[config.mk]
export PLATFORM = sky130hd
export DESIGN_NAME = ppfd_mux
export DESIGN_NICKNAME = d
export VERILOG_FILES = /design/src/rtl/ppfd_pkg.sv /design/src/rtl/ppfd_ctrl.sv /design/src/rtl/ppfd_data.sv /design/src/rtl/ppfd_mux.sv
export SDC_FILE = /design/constraint.sdc
export NUM_CORES = 1
export LEC_CHECK = 0
export ABC_AREA = 1
export CAP_MARGIN = 40
export CORE_ASPECT_RATIO = 0.8
export CORE_MARGIN = 2
export CORE_UTILIZATION = 25
export DETAILED_ROUTE_END_ITERATION = 12
export SKIP_LAST_GASP = 1
export SYNTH_ARGS = -nofsm -noshare
export SYNTH_HDL_FRONTEND = slang
export SYNTH_SLANG_ARGS = --single-unit
export TNS_END_PERCENT = 5
[constraint.sdc]
create_clock -name clk -period 2.2 [get_ports clk]
set_input_delay 0.44 -clock clk [delete_from_list [all_inputs] [get_ports clk]]
set_output_delay 0.44 -clock clk [all_outputs]
set_load 0.05 [all_outputs]
[src/rtl/ppfd_pkg.sv]
package ppfd_pkg;
  localparam int DATA_W  = 8;
  localparam int CTRL_W  = 4;
  localparam int STAT_W  = 5;
  localparam int DED_PIN = 10;
  localparam int ADDR_W  = 2;

  typedef enum logic [1:0] {
    PM_NORMAL = 2'b00,
    PM_ONE    = 2'b01,
    PM_TWO    = 2'b10
  } ppMode_e;

  localparam logic [ADDR_W-1:0] A_DATA = 2'd0;
  localparam logic [ADDR_W-1:0] A_STAT = 2'd1;
  localparam logic [ADDR_W-1:0] A_CTRL = 2'd2;

  localparam logic [DATA_W-1:0] NOCABLE_CTRL = 8'h04;
  localparam logic [DATA_W-1:0] NOCABLE_STAT = 8'h48;

  typedef struct packed {
    logic dataWr;
    logic ctrlWr;
    logic shareMode;
    logic twoDrive;
    logic shareActive;
  } ppStrobe_t;
endpackage

[src/rtl/ppfd_ctrl.sv]
module ppfd_ctrl
  import ppfd_pkg::*;
(
  input  logic              clk,
  input  logic              rstN,
  input  logic              modeWrEn,
  input  logic [1:0]        modeWrData,
  input  logic              regWrEn,
  input  logic [ADDR_W-1:0] regAddr,
  input  logic [1:0]        fdcDsN,
  output ppMode_e           modeQ,
  output ppStrobe_t         stb
);
  logic codeValid;
  assign codeValid = (modeWrData != 2'b11);

  always_ff @(posedge clk) begin
    if (!rstN) modeQ <= PM_NORMAL;
    else if (modeWrEn && codeValid) modeQ <= ppMode_e'(modeWrData);
  end

  always_comb begin
    stb.dataWr    = regWrEn && (regAddr == A_DATA);
    stb.ctrlWr    = regWrEn && (regAddr == A_CTRL);
    stb.shareMode = (modeQ != PM_NORMAL);
    stb.twoDrive  = (modeQ == PM_TWO);
    unique case (modeQ)
      PM_TWO:  stb.shareActive = !(&fdcDsN);
      PM_ONE:  stb.shareActive = !fdcDsN[1];
      default: stb.shareActive = 1'b0;
    endcase
  end
endmodule

[src/rtl/ppfd_data.sv]
module ppfd_data
  import ppfd_pkg::*;
(
  input  logic               clk,
  input  logic               rstN,
  input  ppStrobe_t          stb,
  input  logic [ADDR_W-1:0]  regAddr,
  input  logic [DATA_W-1:0]  regWrData,
  output logic [DATA_W-1:0]  regRdData,
  input  logic [1:0]         fdcDsN,
  input  logic [1:0]         fdcMtrN,
  input  logic               fdcDirN,
  input  logic               fdcStepN,
  input  logic               fdcWdataN,
  input  logic               fdcWgateN,
  input  logic               fdcHdselN,
  input  logic               fdcDensel,
  input  logic [STAT_W-1:0]  dedIn,
  output logic [STAT_W-1:0]  fdcIn,
  input  logic [STAT_W-1:0]  statusPins,
  output logic [DATA_W-1:0]  padData,
  output logic [CTRL_W-1:0]  padCtrl,
  output logic [DED_PIN-1:0] dedOe
);
  logic [DATA_W-1:0] dataReg;
  logic [CTRL_W-1:0] ctrlReg;
  logic [DATA_W-1:0] fdData;
  logic [CTRL_W-1:0] fdCtrl;
  logic              keepDrv0;

  always_ff @(posedge clk) begin
    if (!rstN) begin
      dataReg <= '0;
      ctrlReg <= '0;
    end else begin
      if (stb.dataWr) dataReg <= regWrData;
      if (stb.ctrlWr) ctrlReg <= regWrData[CTRL_W-1:0];
    end
  end

  // Drive 0 positions only travel on the shared pins in two-drive mode.
  assign keepDrv0 = stb.twoDrive;

  always_comb begin
    fdData = {fdcWgateN, fdcWdataN, fdcStepN, fdcDirN, fdcMtrN[1],
              keepDrv0 ? fdcMtrN[0] : 1'b1, fdcDsN[1],
              keepDrv0 ? fdcDsN[0] : 1'b1};
    fdCtrl = {2'b11, fdcDensel, fdcHdselN};
  end

  always_comb begin
    if (!stb.shareMode) begin
      padData = dataReg;
      padCtrl = ctrlReg;
    end else if (stb.shareActive) begin
      padData = fdData;
      padCtrl = fdCtrl;
    end else begin
      padData = '1;
      padCtrl = '1;
    end
  end

  genvar gi;
  generate
    for (gi = 0; gi < STAT_W; gi++) begin : g_inSel
      assign fdcIn[gi] = stb.shareActive ? statusPins[gi] : dedIn[gi];
    end
    for (gi = 0; gi < DED_PIN; gi++) begin : g_oe
      assign dedOe[gi] = !stb.shareActive;
    end
  endgenerate

  always_comb begin
    unique case (regAddr)
      A_DATA:  regRdData = dataReg;
      A_STAT:  regRdData = stb.shareMode ? NOCABLE_STAT : {statusPins, 3'b000};
      A_CTRL:  regRdData = stb.shareMode ? NOCABLE_CTRL
                                         : {{(DATA_W-CTRL_W){1'b0}}, ctrlReg};
      default: regRdData = '0;
    endcase
  end
endmodule

[src/rtl/ppfd_mux.sv]
module ppfd_mux
  import ppfd_pkg::*;
(
  input  logic               clk,
  input  logic               rstN,
  input  logic               modeWrEn,
  input  logic [1:0]         modeWrData,
  input  logic               regWrEn,
  input  logic [ADDR_W-1:0]  regAddr,
  input  logic [DATA_W-1:0]  regWrData,
  output logic [DATA_W-1:0]  regRdData,
  input  logic [1:0]         fdcDsN,
  input  logic [1:0]         fdcMtrN,
  input  logic               fdcDirN,
  input  logic               fdcStepN,
  input  logic               fdcWdataN,
  input  logic               fdcWgateN,
  input  logic               fdcHdselN,
  input  logic               fdcDensel,
  input  logic [STAT_W-1:0]  dedIn,
  output logic [STAT_W-1:0]  fdcIn,
  input  logic [STAT_W-1:0]  statusPins,
  output logic [DATA_W-1:0]  padData,
  output logic [CTRL_W-1:0]  padCtrl,
  output logic [DED_PIN-1:0] dedOe
);
  ppMode_e   modeQ;
  ppStrobe_t stb;

  ppfd_ctrl u_ctrl (
    .clk(clk), .rstN(rstN), .modeWrEn(modeWrEn), .modeWrData(modeWrData),
    .regWrEn(regWrEn), .regAddr(regAddr), .fdcDsN(fdcDsN),
    .modeQ(modeQ), .stb(stb)
  );

  ppfd_data u_data (
    .clk(clk), .rstN(rstN), .stb(stb), .regAddr(regAddr),
    .regWrData(regWrData), .regRdData(regRdData),
    .fdcDsN(fdcDsN), .fdcMtrN(fdcMtrN), .fdcDirN(fdcDirN),
    .fdcStepN(fdcStepN), .fdcWdataN(fdcWdataN), .fdcWgateN(fdcWgateN),
    .fdcHdselN(fdcHdselN), .fdcDensel(fdcDensel),
    .dedIn(dedIn), .fdcIn(fdcIn), .statusPins(statusPins),
    .padData(padData), .padCtrl(padCtrl), .dedOe(dedOe)
  );
endmodule

==> metrics.txt, run 1 <==
status completed; wire per inst 11.7 um; Final WS setup 0.0256 ns; CP arrival 1.73 ns; vias per inst 4.37; Die Ht 63.3 um; global-route wire length before repair 5.62 mm; Synth top cells by count 42 x nand2_1, 28 x nor2_1, 26 x inv_1; antenna violations before repair 0; dominant synthesized flop cell dfxtp_1; TritonCTS Sinks 14; worst-path cell chain clkdlybuf4s50_1, inv_2, nand2_1, o21ai_0, buf_12; synth unique cells 21; Antenna diodes 0; Post-synth EDFFs 0; total of max-cap violations 0; hold slack 0.480 ns; Slew HR 76.6%; H-tree lvl count 1; die area 4940 um2; clk_skew 0 ns; Pins Over Slew Limit 0; hpwl dp 3.06 mm; IO buf count 70; delay-heaviest family, CP buffers and inverters; final setup TNS 0 ns; cells after synthesis 184; Area contributors post-synth dfxtp_1 26%, nand2_1 14%, nand3_1 10%; crit path max fanout 7; Clock Path Buffers 2; io pins 71; CP endpoint kind output port; Final setup viols 0; Post-Layout Cell Count 318; CP max-delay cell clkdlybuf4s50_1; Synth warnings 0; nets@finish 302; Yosys top cell area share 25.5%; Post-Syn Nets 224; 1st-pass router iterations 4; total CTS buffers 3; post-route minimum period 2.17 ns; total track usage 14.4%; FMAX 460 MHz; Post-Place Cells 308; vias in the first global route 1,178; root buf cell clkbuf_8; CP bufs+invs 3; most frequent cell after synthesis nand2_1; Final ANT Viol Nets 0; num rows 21; Lkg Pwr 1.08 nW; drt drc 0; fin crit share 98.8%; final wirelength 3.72 mm; PD cells 477 nW/um2; layout cell share with drive strength beyond 1 29.5%; Layout fillers 398; Layout area overhead 113%; Worst Setup Start Kind primary input; Mapped Area 1100 um2; Starting Density 26.1%; Worst VDD drop 0.000269 V; DRT iter0 DRCs 56; worst path required time 1.76 ns; placer congestion estimate 0.741; dpl ws -0.0300 ns; worst-skew pair later-pin latency 0.24 ns; CTS tree done; Avg Cell Area, Syn 5.96 um2; Reg clk slew, reported paths 0.05 ns; unrepaired setup endpoints after global routing true; via count 1,389; hold_buf cts 0; Slew @ Worst Pin 0.348 ns; core area 4200 um2; grt ovf 0; final hold violation count 0; critical path type in -> out; die width 78.1 um; max incr delay on CP 0.49 ns; Hold WC Path Type reg -> reg; sequential area share after synthesis 25.5%; Synth area leader dfxtp_1; asr flop ratio synth 0%; largest net degree at the start of global routing 13; Synth Register Bits 14
[worst reg2reg max path, cell delays in order (launching register included)]
cell      delay (ns)
dfxtp_2         0.34
inv_2           0.08
a211oi_1        0.22
[cell usage in the layout (no fill, tap or decap), types with 2 or more instances in the layout]
master           netlist  final
nand2_1               42     39
clkdlybuf4s50_1        0     35
buf_12                 0     33
nor2_1                28     26
inv_1                 26     23
nand3_1               22     22
o21ai_0               16     15
buf_4                 11     14
dfxtp_1               14     12
inv_2                  3      6
a21oi_1                5      5
buf_6                  1      5
clkbuf_8               0      4
nor2_2                 0      2
o21ai_1                1      2
nor2_4                 2      2
or2_2                  2      2
nand2_2                0      2
ha_4                   0      2
[timing repair]
item | CTS | global route
endpoints found under the setup margin | 24 | 29
cloned | 0 | 1
endpoints found under the hold margin | 0 | 0
pin swaps | 0 | 2
buffers inserted | 0 | 5
resized for setup | 1 | 21
[through the flow]
stage | instance area [um2] | utilization, % | power, W
after floorplan | 1100 | - | 0.000564
after global placement | 2180 | 51.8 | 0.000854
after detailed placement | 2180 | 51.8 | 0.000857
after CTS | 2240 | 53.2 | 0.00111
after global routing | 2340 | 55.7 | 0.00117
final | 2340 | 55.7 | 0.00112
[path summary, 6_finish.rpt]
kind,startpoint,cells after the start,endpoint,slack [ns]
worst min-delay path,u_data.ctrlReg[2]$_SDFFE_PN0P_,2,u_data.ctrlReg[2]$_SDFFE_PN0P_,0.48
worst min register to register,u_data.ctrlReg[2]$_SDFFE_PN0P_,2,u_data.ctrlReg[2]$_SDFFE_PN0P_,0.48
worst max register to register,u_ctrl.modeQ[0]$_SDFFE_PN0P_,2,u_ctrl.modeQ[0]$_SDFFE_PN0P_,1.48
worst max-delay path,regAddr[0],5,regRdData[5],0.03
[metal layers]
| layer | routed length (um) | track usage (%) | share of wire [%] | up-vias |
|---|---|---|---|---|
| li1 | - | - | - | 726 |
| met1 | 1860 | 21.6 | 50 | 603 |
| met2 | 1580 | 20.2 | 42 | 55 |
| met3 | 236 | 2.87 | 6.3 | 5 |
| met4 | 46 | 5.26 | 1.2 | 0 |
| met5 | 0 | 0 | 0 | - |
[report_power, final]
| group | internal (W) | total [W] | switching [W] |
|---|---|---|---|
| sequential | 0.000266 | 0.000274 | 0.00000793 |
| combinational | 0.000278 | 0.000596 | 0.000318 |
| clock | 0.000158 | 0.000247 | 0.0000888 |
[kinds of logic (layout without fill, tap and decap cells)]
group,after synthesis,in the layout,share of synthesized area [%]
adders and majority gates,4,4,4.56
AOI/OAI and AO/OA,25,25,12.0
and+or+nand+nor,98,98,38.5
buffers and inverters,43,120,19.4
DFF,14,14,25.5
[flip-flops by register name, indices dropped and copies added (netlist names)]
signal	cells
u_data.dataReg	8
u_ctrl.modeQ	2
u_data.ctrlReg	4
[area by class of cell]
class                      instances  area (um2)  share of cell area (%)
timing repair buffer              87        1170                    50.1
multi-input combinational        127         649                    27.7
sequential                        14         285                    12.2
inverter                          29         109                    4.65
tap                               57        71.3                    3.04
clock buffer                       4        55.1                    2.35
No activity file was read; power rests on OpenSTA's default activity.
==> inputs of run 2 (changes only) <==
--- a/config.mk
+++ b/config.mk
@@ -5,7 +5,6 @@
 export SDC_FILE = /design/constraint.sdc
 export NUM_CORES = 1
 export LEC_CHECK = 0
-export ABC_AREA = 1
 export CAP_MARGIN = 40
 export CORE_ASPECT_RATIO = 0.8
 export CORE_MARGIN = 2
==> metrics.txt, run 2 <==
core area 4150 um2 (was 4200 um2); unrepaired setup endpoints after global routing true (unchanged); die width 77.3 um (was 78.1 um); Final setup viols 11 (was 0); Yosys top cell area share 26.1% (was 25.5%); antenna violations before repair 0 (unchanged); DRT iter0 DRCs 40 (was 56); min-delay src u_data.ctrlReg[2]$_SDFFE_PN0P_ (unchanged); asr flop ratio synth 0% (unchanged); Antenna diodes 0 (unchanged); Reg clk slew, reported paths 0.06 ns (was 0.05 ns); Post-synth EDFFs 0 (unchanged); clk_skew 0 ns (unchanged); number of flip-flops in the largest register 8 (unchanged); worst-skew pair later-pin latency 0.24 ns (about the same); Lkg Pwr 1.05 nW (was 1.08 nW); wire per inst 14.7 um (was 11.7 um); status complete, but fails checks (was completed); via count 1,171 (was 1,389); total track usage 15.4% (was 14.4%); Worst Setup Start Kind flip-flop (was primary input); dominant synthesized flop cell dfxtp_1 (unchanged); die area 4840 um2 (was 4940 um2); total CTS buffers 3 (unchanged); vias per inst 4.61 (was 4.37); Die Ht 62.6 um (was 63.3 um); num rows 21 (unchanged); Synth top cells by count 16 x nor2_1, 15 x nand2b_1, 14 x dfxtp_1 (was 42 x nand2_1, 28 x nor2_1, 26 x inv_1); CP endpoint kind output port (unchanged); vias in the first global route 1,225 (was 1,178); final hold violation count 0 (unchanged); Register-to-Register Path Depth 3 (was 2); largest net degree at the start of global routing 14 (was 13); Post-Syn Nets 164 (was 224); most frequent cells in the layout 32 x clkdlybuf4s50_1, 30 x buf_12, 16 x nor2_1 (was 39 x nand2_1, 35 x clkdlybuf4s50_1, 33 x buf_12); commonest non-fill, non-tap cell in the layout clkdlybuf4s50_1 (was nand2_1); Starting Density 25.9% (was 26.1%); global-route wire length before repair 6.09 mm (was 5.62 mm); layout cell share with drive strength beyond 1 39.6% (was 29.5%); delay-heaviest family, CP compound AO/OA/AOI/OAI gates (was buffers and inverters); placer congestion estimate 0.774 (was 0.741); Synth warnings 0 (unchanged); cells after synthesis 124 (was 184); worst-path cell chain buf_6, ha_4, a21boi_4, o21ai_4, bufbuf_16, o31a_4, buf_12 (was clkdlybuf4s50_1, inv_2, nand2_1, o21ai_0, buf_12); Pins Over Slew Limit 0 (unchanged); CTS tree done (unchanged); Final ANT Viol Nets 0 (unchanged); Biggest register u_data.dataReg (unchanged); hold depth 2 (unchanged); r2r endpoint u_ctrl.modeQ[0]$_SDFFE_PN0P_ (unchanged); Avg Cell Area, Syn 8.67 um2 (was 5.96 um2); PD cells 471 nW/um2 (was 477 nW/um2); critical path type reg -> out (was in -> out); Clock Path Buffers 2 (unchanged); CP arrival 1.83 ns (was 1.73 ns); 1st-pass router iterations 4 (unchanged); Worst VDD drop 0.000380 V (was 0.000269 V); max incr delay on CP 0.36 ns (was 0.49 ns); io pins 71 (unchanged); CP bufs+invs 3 (unchanged); violated checks negative setup slack; Area contributors post-synth dfxtp_1 26%, mux2i_1 12%, nand2b_1 8.7% (was dfxtp_1 26%, nand2_1 14%, nand3_1 10%); total of max-cap violations 0 (unchanged); Hold WC Path Type reg -> reg (unchanged); TritonCTS Sinks 14 (unchanged); crit path max fanout 6 (was 7); worst path required time 1.76 ns (about the same); root buf cell clkbuf_8 (unchanged); Mapped Area 1070 um2 (was 1100 um2); hold_buf cts 0 (unchanged); largest registers u_data.dataReg x8, u_data.ctrlReg x4, u_ctrl.modeQ x2 (unchanged); grt ovf 0 (unchanged); drt drc 0 (unchanged); sequential area share after synthesis 26.1% (was 25.5%); Synth area leader dfxtp_1 (unchanged); reg2reg start u_ctrl.modeQ[0]$_SDFFE_PN0P_ (unchanged); Slew @ Worst Pin 0.411 ns (was 0.348 ns); Final Cell Area 2370 um2 (was 2340 um2); H-tree lvl count 1 (unchanged); post-route minimum period 2.27 ns (was 2.17 ns); Slew HR 72.6% (was 76.6%); nets@finish 238 (was 302); Final WS setup -0.0718 ns (was 0.0256 ns); R2R Setup Slk 1.39 ns (was 1.48 ns); Layout area overhead 121% (was 113%); hpwl dp 2.81 mm (was 3.06 mm); dpl cell area 2100 um2 (was 2180 um2); IO buf count 70 (unchanged); CP max-delay cell dfxtp_2 (was clkdlybuf4s50_1); synth unique cells 30 (was 21); final wirelength 3.75 mm (was 3.72 mm); most frequent cell after synthesis nor2_1 (was nand2_1); FMAX 440 MHz (was 460 MHz); Synth Register Bits 14 (unchanged); fin crit share 103% (was 98.8%); Hold EP u_data.ctrlReg[2]$_SDFFE_PN0P_ (unchanged); final setup TNS -0.632 ns (was 0 ns)
[run 2: cell type report]
type	count	area [um2]
Fill cell	375	1780
Sequential cell	14	285
Multi-Input combinational cell	89	777
Timing Repair Buffer	85	1160
Clock buffer	4	55.1
Inverter	5	21.3
Tap cell	57	71.3
[run 2: report_power, final]
part | switching [W] | internal (W)
combinational | 0.000300 | 0.000303
sequential | 0.00000928 | 0.000263
clock | 0.0000861 | 0.000158
total | 0.000395 | 0.000724
[run 2: stage by stage]
step | hold WS (ns) | std cells | setup slack [ns] | utilization (%) | total power, W
floorplan | 0.454 | 124 | -0.0683 | - | 0.000558
detailed placement | 0.499 | 244 | -0.197 | 50.5 | 0.000829
CTS | 0.512 | 254 | -0.0853 | 55.5 | 0.00111
global placement | 0.467 | 244 | -0.155 | 50.5 | 0.000824
global route | 0.538 | 254 | -0.127 | 57.2 | 0.00117
finish | 0.502 | 254 | -0.0718 | 57.2 | 0.00112
[run 2: worst register-to-register path: stages, from the launching register on]
cell	delay [ns]
dfxtp_4	0.37
inv_4	0.06
buf_4	0.13
a211oi_1	0.17
[run 2: logic make-up after synthesis]
| logic type | synth area share [%] |
|---|---|
| DFF | 26.1 |
| adders and majority gates | 4.66 |
| muxes | 17.7 |
| AOI/OAI and AO/OA | 18.5 |
| and+or+nand+nor | 21.4 |
| buffers and inverters | 11.6 |
[run 2: layer usage]
layer,part of all wire [%],vias to the layer above,GRT usage (%)
met5,0,-,0
met1,44,557,20.1
met2,50,45,26.5
met3,6.5,0,3.32
li1,-,569,-
met4,0,0,2.68
[run 2: worst max path at each step]
| stage | startpoint | end | slack [ns] | cells past startpoint |
|---|---|---|---|---|
| 3_5_place_dp | fdcDsN[1] | fdcIn[3] | -0.20 | 6 |
| 6_report | u_ctrl.modeQ[1]$_SDFFE_PN0P_ | padData[4] | -0.07 | 7 |
| 4_1_cts | u_ctrl.modeQ[0]$_SDFFE_PN0P_ | regRdData[6] | -0.09 | 7 |
| 3_3_place_gp | fdcDsN[1] | fdcIn[2] | -0.16 | 6 |
| 5_1_grt | u_ctrl.modeQ[0]$_SDFFE_PN0P_ | regRdData[6] | -0.13 | 7 |
| 2_1_floorplan | u_ctrl.modeQ[0]$_SDFFE_PN0P_ | regRdData[2] | -0.07 | 5 |
[run 2: timing repair]
action,CTS,global route
endpoints found under the setup margin,22,31
pin swaps,2,1
gates resized for setup,24,13
buffers inserted,5,0
cloned,1,0
hold endpoints to repair,0,0
